[src/rtl/bufmgr_pkg.sv]
`timescale 1ns/1ps
package bufmgr_pkg;
  localparam int WCNT_W = 6;
  localparam logic [WCNT_W-1:0] WCNT_MAX = '1;

  typedef enum logic [1:0] {
    LIST_CLEAN = 2'd0,
    LIST_DIRTY = 2'd1,
    LIST_SC    = 2'd2
  } list_e;

  typedef enum logic [1:0] {
    OP_READ   = 2'd0,
    OP_WRITE  = 2'd1,
    OP_DEMOTE = 2'd2,
    OP_CLEAN  = 2'd3
  } op_e;

  // one byte of metadata per slot
  typedef struct packed {
    list_e             lst;
    logic [WCNT_W-1:0] wcnt;
  } meta_t;

  typedef struct packed {
    logic capture;
    logic resolve;
    logic unlink;
    logic link;
  } strobe_t;

  typedef struct packed {
    logic hit;
    logic victimDirty;
    logic skip;
  } status_t;
endpackage

[src/rtl/bufmgr_dp.sv]
`timescale 1ns/1ps
module bufmgr_dp
  import bufmgr_pkg::*;
#(
  parameter int N     = 8,
  parameter int TAG_W = 8,
  localparam int SW = $clog2(N),
  localparam int OW = $clog2(N + 1)
) (
  input  logic              clk,
  input  logic              rstN,
  input  strobe_t           strobe,
  output status_t           status,
  input  logic [1:0]        reqOp,
  input  logic [TAG_W-1:0]  reqTag,
  output logic [TAG_W-1:0]  flushTag,
  output logic              rspHit,
  output logic [SW-1:0]     rspSlot,
  output logic              rspFlushed,
  output logic [1:0]        rspList,
  output logic [WCNT_W-1:0] rspWcount,
  output logic [OW-1:0]     occClean,
  output logic [OW-1:0]     occDirty,
  output logic [OW-1:0]     occSc
);
  localparam int PW = SW + 1;
  localparam logic [PW-1:0] NIL = PW'(N);

  // linked-list storage
  logic [PW-1:0]    nxt    [N];
  logic [PW-1:0]    prv    [N];
  logic [PW-1:0]    head   [3];
  logic [PW-1:0]    tail   [3];
  logic [OW-1:0]    occ    [3];
  meta_t            meta   [N];
  logic [TAG_W-1:0] tagArr [N];
  logic [N-1:0]     tagVld;

  // request context
  op_e               opQ;
  logic [TAG_W-1:0]  tagQ;
  logic [SW-1:0]     curSlot;
  list_e             tgtList;
  logic [WCNT_W-1:0] newCnt;
  logic              hitQ;
  logic              flushedQ;
  logic [TAG_W-1:0]  flushTagQ;

  // tag CAM
  logic [N-1:0] matchVec;
  for (genvar g = 0; g < N; g++) begin : gCam
    assign matchVec[g] = tagVld[g] && (tagArr[g] == tagQ);
  end

  logic          hitC;
  logic [SW-1:0] hitSlot;
  always_comb begin
    hitC    = 1'b0;
    hitSlot = '0;
    for (int i = 0; i < N; i++) begin
      if (matchVec[i]) begin
        hitC    = 1'b1;
        hitSlot = SW'(i);
      end
    end
  end

  // victim priority: clean tail, dirty tail, second-chance tail
  logic [PW-1:0] victPtr;
  logic [SW-1:0] victSlot;
  always_comb begin
    if (occ[LIST_CLEAN] != '0)      victPtr = tail[LIST_CLEAN];
    else if (occ[LIST_DIRTY] != '0) victPtr = tail[LIST_DIRTY];
    else                            victPtr = tail[LIST_SC];
  end
  assign victSlot = SW'(victPtr);

  meta_t hitMeta, victMeta;
  assign hitMeta  = meta[hitSlot];
  assign victMeta = meta[victSlot];

  logic              victDirty;
  logic              skipC;
  list_e             rsvList;
  logic [WCNT_W-1:0] rsvCnt;
  logic [WCNT_W-1:0] incCnt;
  logic              isRw;

  assign victDirty = (victMeta.lst != LIST_CLEAN);
  assign isRw      = (opQ == OP_READ) || (opQ == OP_WRITE);

  always_comb begin
    incCnt  = (hitMeta.wcnt == WCNT_MAX) ? hitMeta.wcnt : hitMeta.wcnt + 1'b1;
    rsvList = LIST_CLEAN;
    rsvCnt  = '0;
    skipC   = 1'b0;
    case (opQ)
      OP_READ: begin
        if (hitC) begin
          rsvList = hitMeta.lst;
          rsvCnt  = hitMeta.wcnt;
        end
      end
      OP_WRITE: begin
        if (hitC) begin
          rsvList = (hitMeta.lst == LIST_CLEAN) ? LIST_DIRTY : hitMeta.lst;
          rsvCnt  = incCnt;
        end else begin
          rsvList = LIST_DIRTY;
          rsvCnt  = WCNT_W'(1);
        end
      end
      OP_DEMOTE: begin
        rsvList = LIST_SC;
        rsvCnt  = WCNT_W'(1);
        skipC   = !(hitC && hitMeta.lst == LIST_DIRTY);
      end
      default: begin
        rsvList = LIST_CLEAN;
        rsvCnt  = hitMeta.wcnt;
        skipC   = !(hitC && hitMeta.lst != LIST_CLEAN);
      end
    endcase
  end

  assign status = '{hit: hitC, victimDirty: !hitC && victDirty, skip: skipC};

  // unlink and link operands
  list_e         uList;
  logic [PW-1:0] uPrev, uNext, lHead;
  assign uList = meta[curSlot].lst;
  assign uPrev = prv[curSlot];
  assign uNext = nxt[curSlot];
  assign lHead = head[tgtList];

  always_ff @(posedge clk or negedge rstN) begin
    if (!rstN) begin
      for (int i = 0; i < N; i++) begin
        nxt[i]    <= (i == N - 1) ? NIL : PW'(i + 1);
        prv[i]    <= (i == 0) ? NIL : PW'(i - 1);
        meta[i]   <= '{lst: LIST_CLEAN, wcnt: '0};
        tagArr[i] <= '0;
      end
      tagVld            <= '0;
      head[LIST_CLEAN]  <= '0;
      tail[LIST_CLEAN]  <= PW'(N - 1);
      occ[LIST_CLEAN]   <= OW'(N);
      head[LIST_DIRTY]  <= NIL;
      tail[LIST_DIRTY]  <= NIL;
      occ[LIST_DIRTY]   <= '0;
      head[LIST_SC]     <= NIL;
      tail[LIST_SC]     <= NIL;
      occ[LIST_SC]      <= '0;
      opQ       <= OP_READ;
      tagQ      <= '0;
      curSlot   <= '0;
      tgtList   <= LIST_CLEAN;
      newCnt    <= '0;
      hitQ      <= 1'b0;
      flushedQ  <= 1'b0;
      flushTagQ <= '0;
    end else begin
      if (strobe.capture) begin
        opQ  <= op_e'(reqOp);
        tagQ <= reqTag;
      end
      if (strobe.resolve) begin
        curSlot   <= hitC ? hitSlot : victSlot;
        hitQ      <= hitC;
        flushedQ  <= !hitC && victDirty && isRw;
        flushTagQ <= tagArr[victSlot];
        tgtList   <= rsvList;
        newCnt    <= rsvCnt;
      end
      if (strobe.unlink) begin
        if (uPrev == NIL) head[uList] <= uNext;
        else              nxt[SW'(uPrev)] <= uNext;
        if (uNext == NIL) tail[uList] <= uPrev;
        else              prv[SW'(uNext)] <= uPrev;
        occ[uList] <= occ[uList] - 1'b1;
      end
      if (strobe.link) begin
        nxt[curSlot] <= lHead;
        prv[curSlot] <= NIL;
        if (lHead == NIL) tail[tgtList] <= PW'(curSlot);
        else              prv[SW'(lHead)] <= PW'(curSlot);
        head[tgtList]   <= PW'(curSlot);
        occ[tgtList]    <= occ[tgtList] + 1'b1;
        meta[curSlot]   <= '{lst: tgtList, wcnt: newCnt};
        tagArr[curSlot] <= tagQ;
        tagVld[curSlot] <= 1'b1;
      end
    end
  end

  assign flushTag   = flushTagQ;
  assign rspHit     = hitQ;
  assign rspSlot    = curSlot;
  assign rspFlushed = flushedQ;
  assign rspList    = meta[curSlot].lst;
  assign rspWcount  = meta[curSlot].wcnt;
  assign occClean   = occ[LIST_CLEAN];
  assign occDirty   = occ[LIST_DIRTY];
  assign occSc      = occ[LIST_SC];
endmodule

[src/rtl/bufmgr_ctrl.sv]
`timescale 1ns/1ps
module bufmgr_ctrl
  import bufmgr_pkg::*;
(
  input  logic    clk,
  input  logic    rstN,
  input  logic    reqValid,
  output logic    reqReady,
  input  status_t status,
  input  logic    flushDone,
  output logic    flushReq,
  output logic    reqDone,
  output strobe_t strobe
);
  typedef enum logic [2:0] {
    S_IDLE, S_LOOK, S_FLUSH, S_UNLINK, S_LINK, S_DONE
  } state_e;

  state_e state, stateNxt;

  always_ff @(posedge clk or negedge rstN) begin
    if (!rstN) state <= S_IDLE;
    else       state <= stateNxt;
  end

  always_comb begin
    stateNxt = state;
    case (state)
      S_IDLE:   if (reqValid) stateNxt = S_LOOK;
      S_LOOK: begin
        if (status.skip)                            stateNxt = S_DONE;
        else if (!status.hit && status.victimDirty) stateNxt = S_FLUSH;
        else                                        stateNxt = S_UNLINK;
      end
      S_FLUSH:  if (flushDone) stateNxt = S_UNLINK;
      S_UNLINK: stateNxt = S_LINK;
      S_LINK:   stateNxt = S_DONE;
      default:  stateNxt = S_IDLE;
    endcase
  end

  assign reqReady       = (state == S_IDLE);
  assign flushReq       = (state == S_FLUSH);
  assign reqDone        = (state == S_DONE);
  assign strobe.capture = (state == S_IDLE) && reqValid;
  assign strobe.resolve = (state == S_LOOK);
  assign strobe.unlink  = (state == S_UNLINK);
  assign strobe.link    = (state == S_LINK);
endmodule

[src/rtl/bufmgr_top.sv]
`timescale 1ns/1ps
module bufmgr_top
  import bufmgr_pkg::*;
#(
  parameter int N     = 8,
  parameter int TAG_W = 8,
  localparam int SW = $clog2(N),
  localparam int OW = $clog2(N + 1)
) (
  input  logic             clk,
  input  logic             rstN,
  input  logic             reqValid,
  output logic             reqReady,
  input  logic [1:0]       reqOp,
  input  logic [TAG_W-1:0] reqTag,
  output logic             reqDone,
  output logic             rspHit,
  output logic [SW-1:0]    rspSlot,
  output logic             rspFlushed,
  output logic [1:0]       rspList,
  output logic [5:0]       rspWcount,
  output logic             flushReq,
  output logic [TAG_W-1:0] flushTag,
  input  logic             flushDone,
  output logic [OW-1:0]    occClean,
  output logic [OW-1:0]    occDirty,
  output logic [OW-1:0]    occSc
);
  strobe_t strobe;
  status_t status;

  bufmgr_ctrl uCtrl (
    .clk(clk), .rstN(rstN), .reqValid(reqValid), .reqReady(reqReady),
    .status(status), .flushDone(flushDone), .flushReq(flushReq),
    .reqDone(reqDone), .strobe(strobe)
  );

  bufmgr_dp #(.N(N), .TAG_W(TAG_W)) uDp (
    .clk(clk), .rstN(rstN), .strobe(strobe), .status(status),
    .reqOp(reqOp), .reqTag(reqTag), .flushTag(flushTag),
    .rspHit(rspHit), .rspSlot(rspSlot), .rspFlushed(rspFlushed),
    .rspList(rspList), .rspWcount(rspWcount),
    .occClean(occClean), .occDirty(occDirty), .occSc(occSc)
  );
endmodule

[config.mk]
export PLATFORM = sky130hd
export DESIGN_NAME = bufmgr_top
export DESIGN_NICKNAME = d
export VERILOG_FILES = /design/src/rtl/bufmgr_pkg.sv /design/src/rtl/bufmgr_dp.sv /design/src/rtl/bufmgr_ctrl.sv /design/src/rtl/bufmgr_top.sv
export SDC_FILE = /design/constraint.sdc
export NUM_CORES = 1
export LEC_CHECK = 0
export BUFFER_PORTS_ARGS = -buffer_cell sky130_fd_sc_hd__buf_2
export CORE_MARGIN = 10
export CORE_UTILIZATION = 35
export CTS_CLUSTER_DIAMETER = 100
export DETAILED_ROUTE_END_ITERATION = 6
export PLACE_DENSITY = 0.58
export SLEW_MARGIN = 5
export SYNTH_ARGS = -nofsm -noshare
export SYNTH_HDL_FRONTEND = slang
export SYNTH_SLANG_ARGS = --single-unit
[constraint.sdc]
create_clock -name clk -period 4.2 [get_ports clk]
set_input_delay 0.84 -clock clk [delete_from_list [all_inputs] [get_ports clk]]
set_output_delay 0.84 -clock clk [all_outputs]
set_load 0.05 [all_outputs]
==> flow_summary.yaml <==
setup_path:
  critPathArrivalTime_ns: 4.47
  r2r-end: "uDp.newCnt[0]$_DFFE_PN0N_"
  r2r_slack_ns: 0.22
  startpoint: "uDp.tagQ[4]$_DFFE_PN0P_"
  rr_worst_depth: 16
  cp-start-kind: "register"
  critPathCaptureType: "register"
  worstPathRequired_ns: 4.69
  path_class: "register to register"
  reg2reg_from: "uDp.tagQ[4]$_DFFE_PN0P_"
  crit_path_end: "uDp.newCnt[0]$_DFFE_PN0N_"
  cp_max_fo: 11
route:
  drcViolationCount: 0
  dr.pass1.iters: 5
  via_per_inst: 5.69
  detail_route.iter0.violations: 1493
  ant_nets: 0
  totalWireLength_mm: 50.4
  wire_per_inst_um: 23.0
  num_vias: 12500
pwr:
  clkPwrFrac: 0.205
  p_int_uw: 7780
  switching_share: 0.450
  p_per_area_nw_per_um2: 824
  combPwrFrac: 0.470
  finalPower_uw: 14100
  leakage_uw: 0.00760
  ir_drop_mv: 0.358
  p_switching_uw: 6360
  seqPwrFrac: 0.325
clock_network:
  htreeDepth: 1
  clk_path_buf_depth: 3
  cts_buffers: 31
  clkSinkCount: 267
  clk_latency_ns: 0.58
  cts_root_buf: "clkbuf_16"
  clk_pin_slew_ns: 0.06
  cts_tree: "built"
global_routing:
  grt_max_degree: 82
  grtUsageTotal: 0.196
  overflow: 0
  grt_first_pass_wirelength_mm: 77.7
  antenna_found_initial: 0
  grt_pass1_vias: 12500
yosys:
  yosysWarnings: 0
  syn-cell-area_um2: 14800
  ys_types: 67
  synthCells: 1561
  ys_seq_elements: 267
  yosysSeqAreaShare: 0.454
  async_flop_share: 1.00
  synth-edff-count: 0
  synth_ff_type: "dfrtp_1"
  avgSynthCellArea_um2: 9.48
  synthesis.nets: 1578
timing:
  hold_viol_final: 0
  layout_min_cycle_time_ns: 3.98
  relSlewSlack: 0.280
  tightest_slew_ns: 1.08
  rsz0062_at_grt: "false"
  finalSetupTns_ns: 0
  setup_viol: 0
  finClkSkew_ns: 0.0224
  slew_violations: 0
  holdWs_ns: 0.261
  max_clock_freq_mhz: 251
  fin_crit_sh: 0.947
floorplanning:
  io_pins: 50
  die_x_um: 226
  die_h_um: 226
  dieArea_um2: 50900
  start_util: 0.354
  row_count: 75
  core-area_um2: 41900
layout:
  final_util: 0.410
  diodes: 0
  finalNetCount: 1647
  drive_gt1_frac: 0.215
  layout_common_cells: "nand2_1 (347), dfrtp_1 (232), mux2i_1 (131), o21ai_0 (101), buf_4 (89)"
  fillers: 4150
  fin_area_um2: 17200
  area_growth_pct: 16.0
  final_common_cell: "nand2_1"
job:
  max_cap_viol_count: 0
status:
  outcome: "finished, final reports clean"
worst_hold_path:
  hold_path.class: "input port to async pin"
placement:
  placed_area_um2: 16000
  place_congestion: 0.948
  dp.final_hpwl_mm: 35.2
  portBuffers: 49
## worst min path at each step
stage	startpoint	end	slack [ns]	cells after the start
floorplan	uDp.tagVld[0]$_DFFE_PN0P_	uDp.tagVld[0]$_DFFE_PN0P_	0.43	1
global placement	uDp.tagVld[5]$_DFFE_PN0P_	uDp.tagVld[5]$_DFFE_PN0P_	0.45	1
detailed placement	uDp.tagVld[2]$_DFFE_PN0P_	uDp.tagVld[2]$_DFFE_PN0P_	0.45	1
CTS	rstN	uDp.tagArr[40]$_DFFE_PN0P_	0.28	1
global route	rstN	uDp.head[0]$_DFF_PN0_	0.30	1
finish	rstN	uDp.prv[16]$_DFF_PN0_	0.26	1
## per-stage QoR
stage,setup WS [ns],instances
after floorplan,0.382,1561
after global placement,0.288,2132
after detailed placement,0.157,2132
after CTS,0.145,2189
after global routing,0.00150,2193
final,0.221,2193
## cell usage after synthesis (8+ instances only)
library cell / instances / area, um^2
nand2_1: 347 / 1300
dfrtp_1: 238 / 5960
mux2i_1: 131 / 1310
o21ai_0: 102 / 510
nor2_1: 92 / 345
clkbuf_1: 86 / 323
mux2_2: 75 / 845
xnor2_1: 58 / 508
a22oi_1: 47 / 353
a21oi_1: 43 / 215
nand3_1: 39 / 195
dfstp_2: 29 / 762
nor3_1: 24 / 120
nand4_1: 22 / 138
o22ai_1: 20 / 125
mux4_2: 16 / 360
nand2b_1: 15 / 93.8
a31oi_1: 14 / 87.6
a211oi_1: 10 / 75.1
and3_1: 9 / 56.3
nor4_1: 9 / 56.3
and2_1: 8 / 50.1
buf_6: 8 / 90.1
inv_1: 8 / 30.0
or2_2: 8 / 50.1
xor2_1: 8 / 70.1
## repair_timing
item,CTS,global route
gates resized for setup,0,8
hold buffers,0,0
endpoints found under the setup margin,0,1
setup buffers,0,3
## area by class of cell
class	count	area, um^2	share of cell area
clock buffer	44	915	0.0533
clock inverter	13	173	0.0101
inverter	8	30.0	0.00175
multi-input combinational	1181	7660	0.446
sequential	267	6730	0.392
tap	539	674	0.0393
timing repair buffer	141	983	0.0573
## flip-flops by register name, indices dropped and copies added (netlist names), 8 cells and up
name,count
uDp.flushTag,8
uDp.head,12
uDp.meta,64
uDp.nxt,32
uDp.prv,32
uDp.tagArr,64
uDp.tagQ,8
uDp.tagVld,8
uDp.tail,9
## metal layers
layer | global-route usage | up-vias | share of wire
li1 | - | 5626 | -
met1 | 0.274 | 6223 | 0.45
met2 | 0.301 | 540 | 0.45
met3 | 0.0384 | 91 | 0.075
met4 | 0.0556 | 0 | 0.025
met5 | 0 | - | 0
## critical path: stages (launching register included)
cell     delay (ns)
dfrtp_2        0.50
buf_4          0.20
xnor2_2        0.17
nand3_1        0.15
or3_4          0.41
a211o_1        0.32
nand2_1        0.26
nand3_1        0.12
nand3_1        0.12
a31o_2         0.22
ha_1           0.23
nand2_1        0.07
a31oi_1        0.17
a22o_1         0.19
and4_4         0.26
mux2_4         0.30
o31ai_2        0.21
## cell families after synthesis
kind of cell / after synthesis / synth area share
compound gates: 278 / 0.117
xor+xnor: 68 / 0.0413
fa+ha+maj: 3 / 0.00254
buf+inv: 114 / 0.0339
flops: 267 / 0.454
mux: 223 / 0.171
simple gates: 608 / 0.181
## power groups by stage
stage,registers [uW],clock network [uW],logic [uW]
CTS,4550,2940,6590
global placement,4580,0,6470
detailed placement,4580,0,6560
global route,4690,3050,7160
floorplan,4360,0,4420
finish,4600,2900,6650
Power figures use the tool's default switching activity.
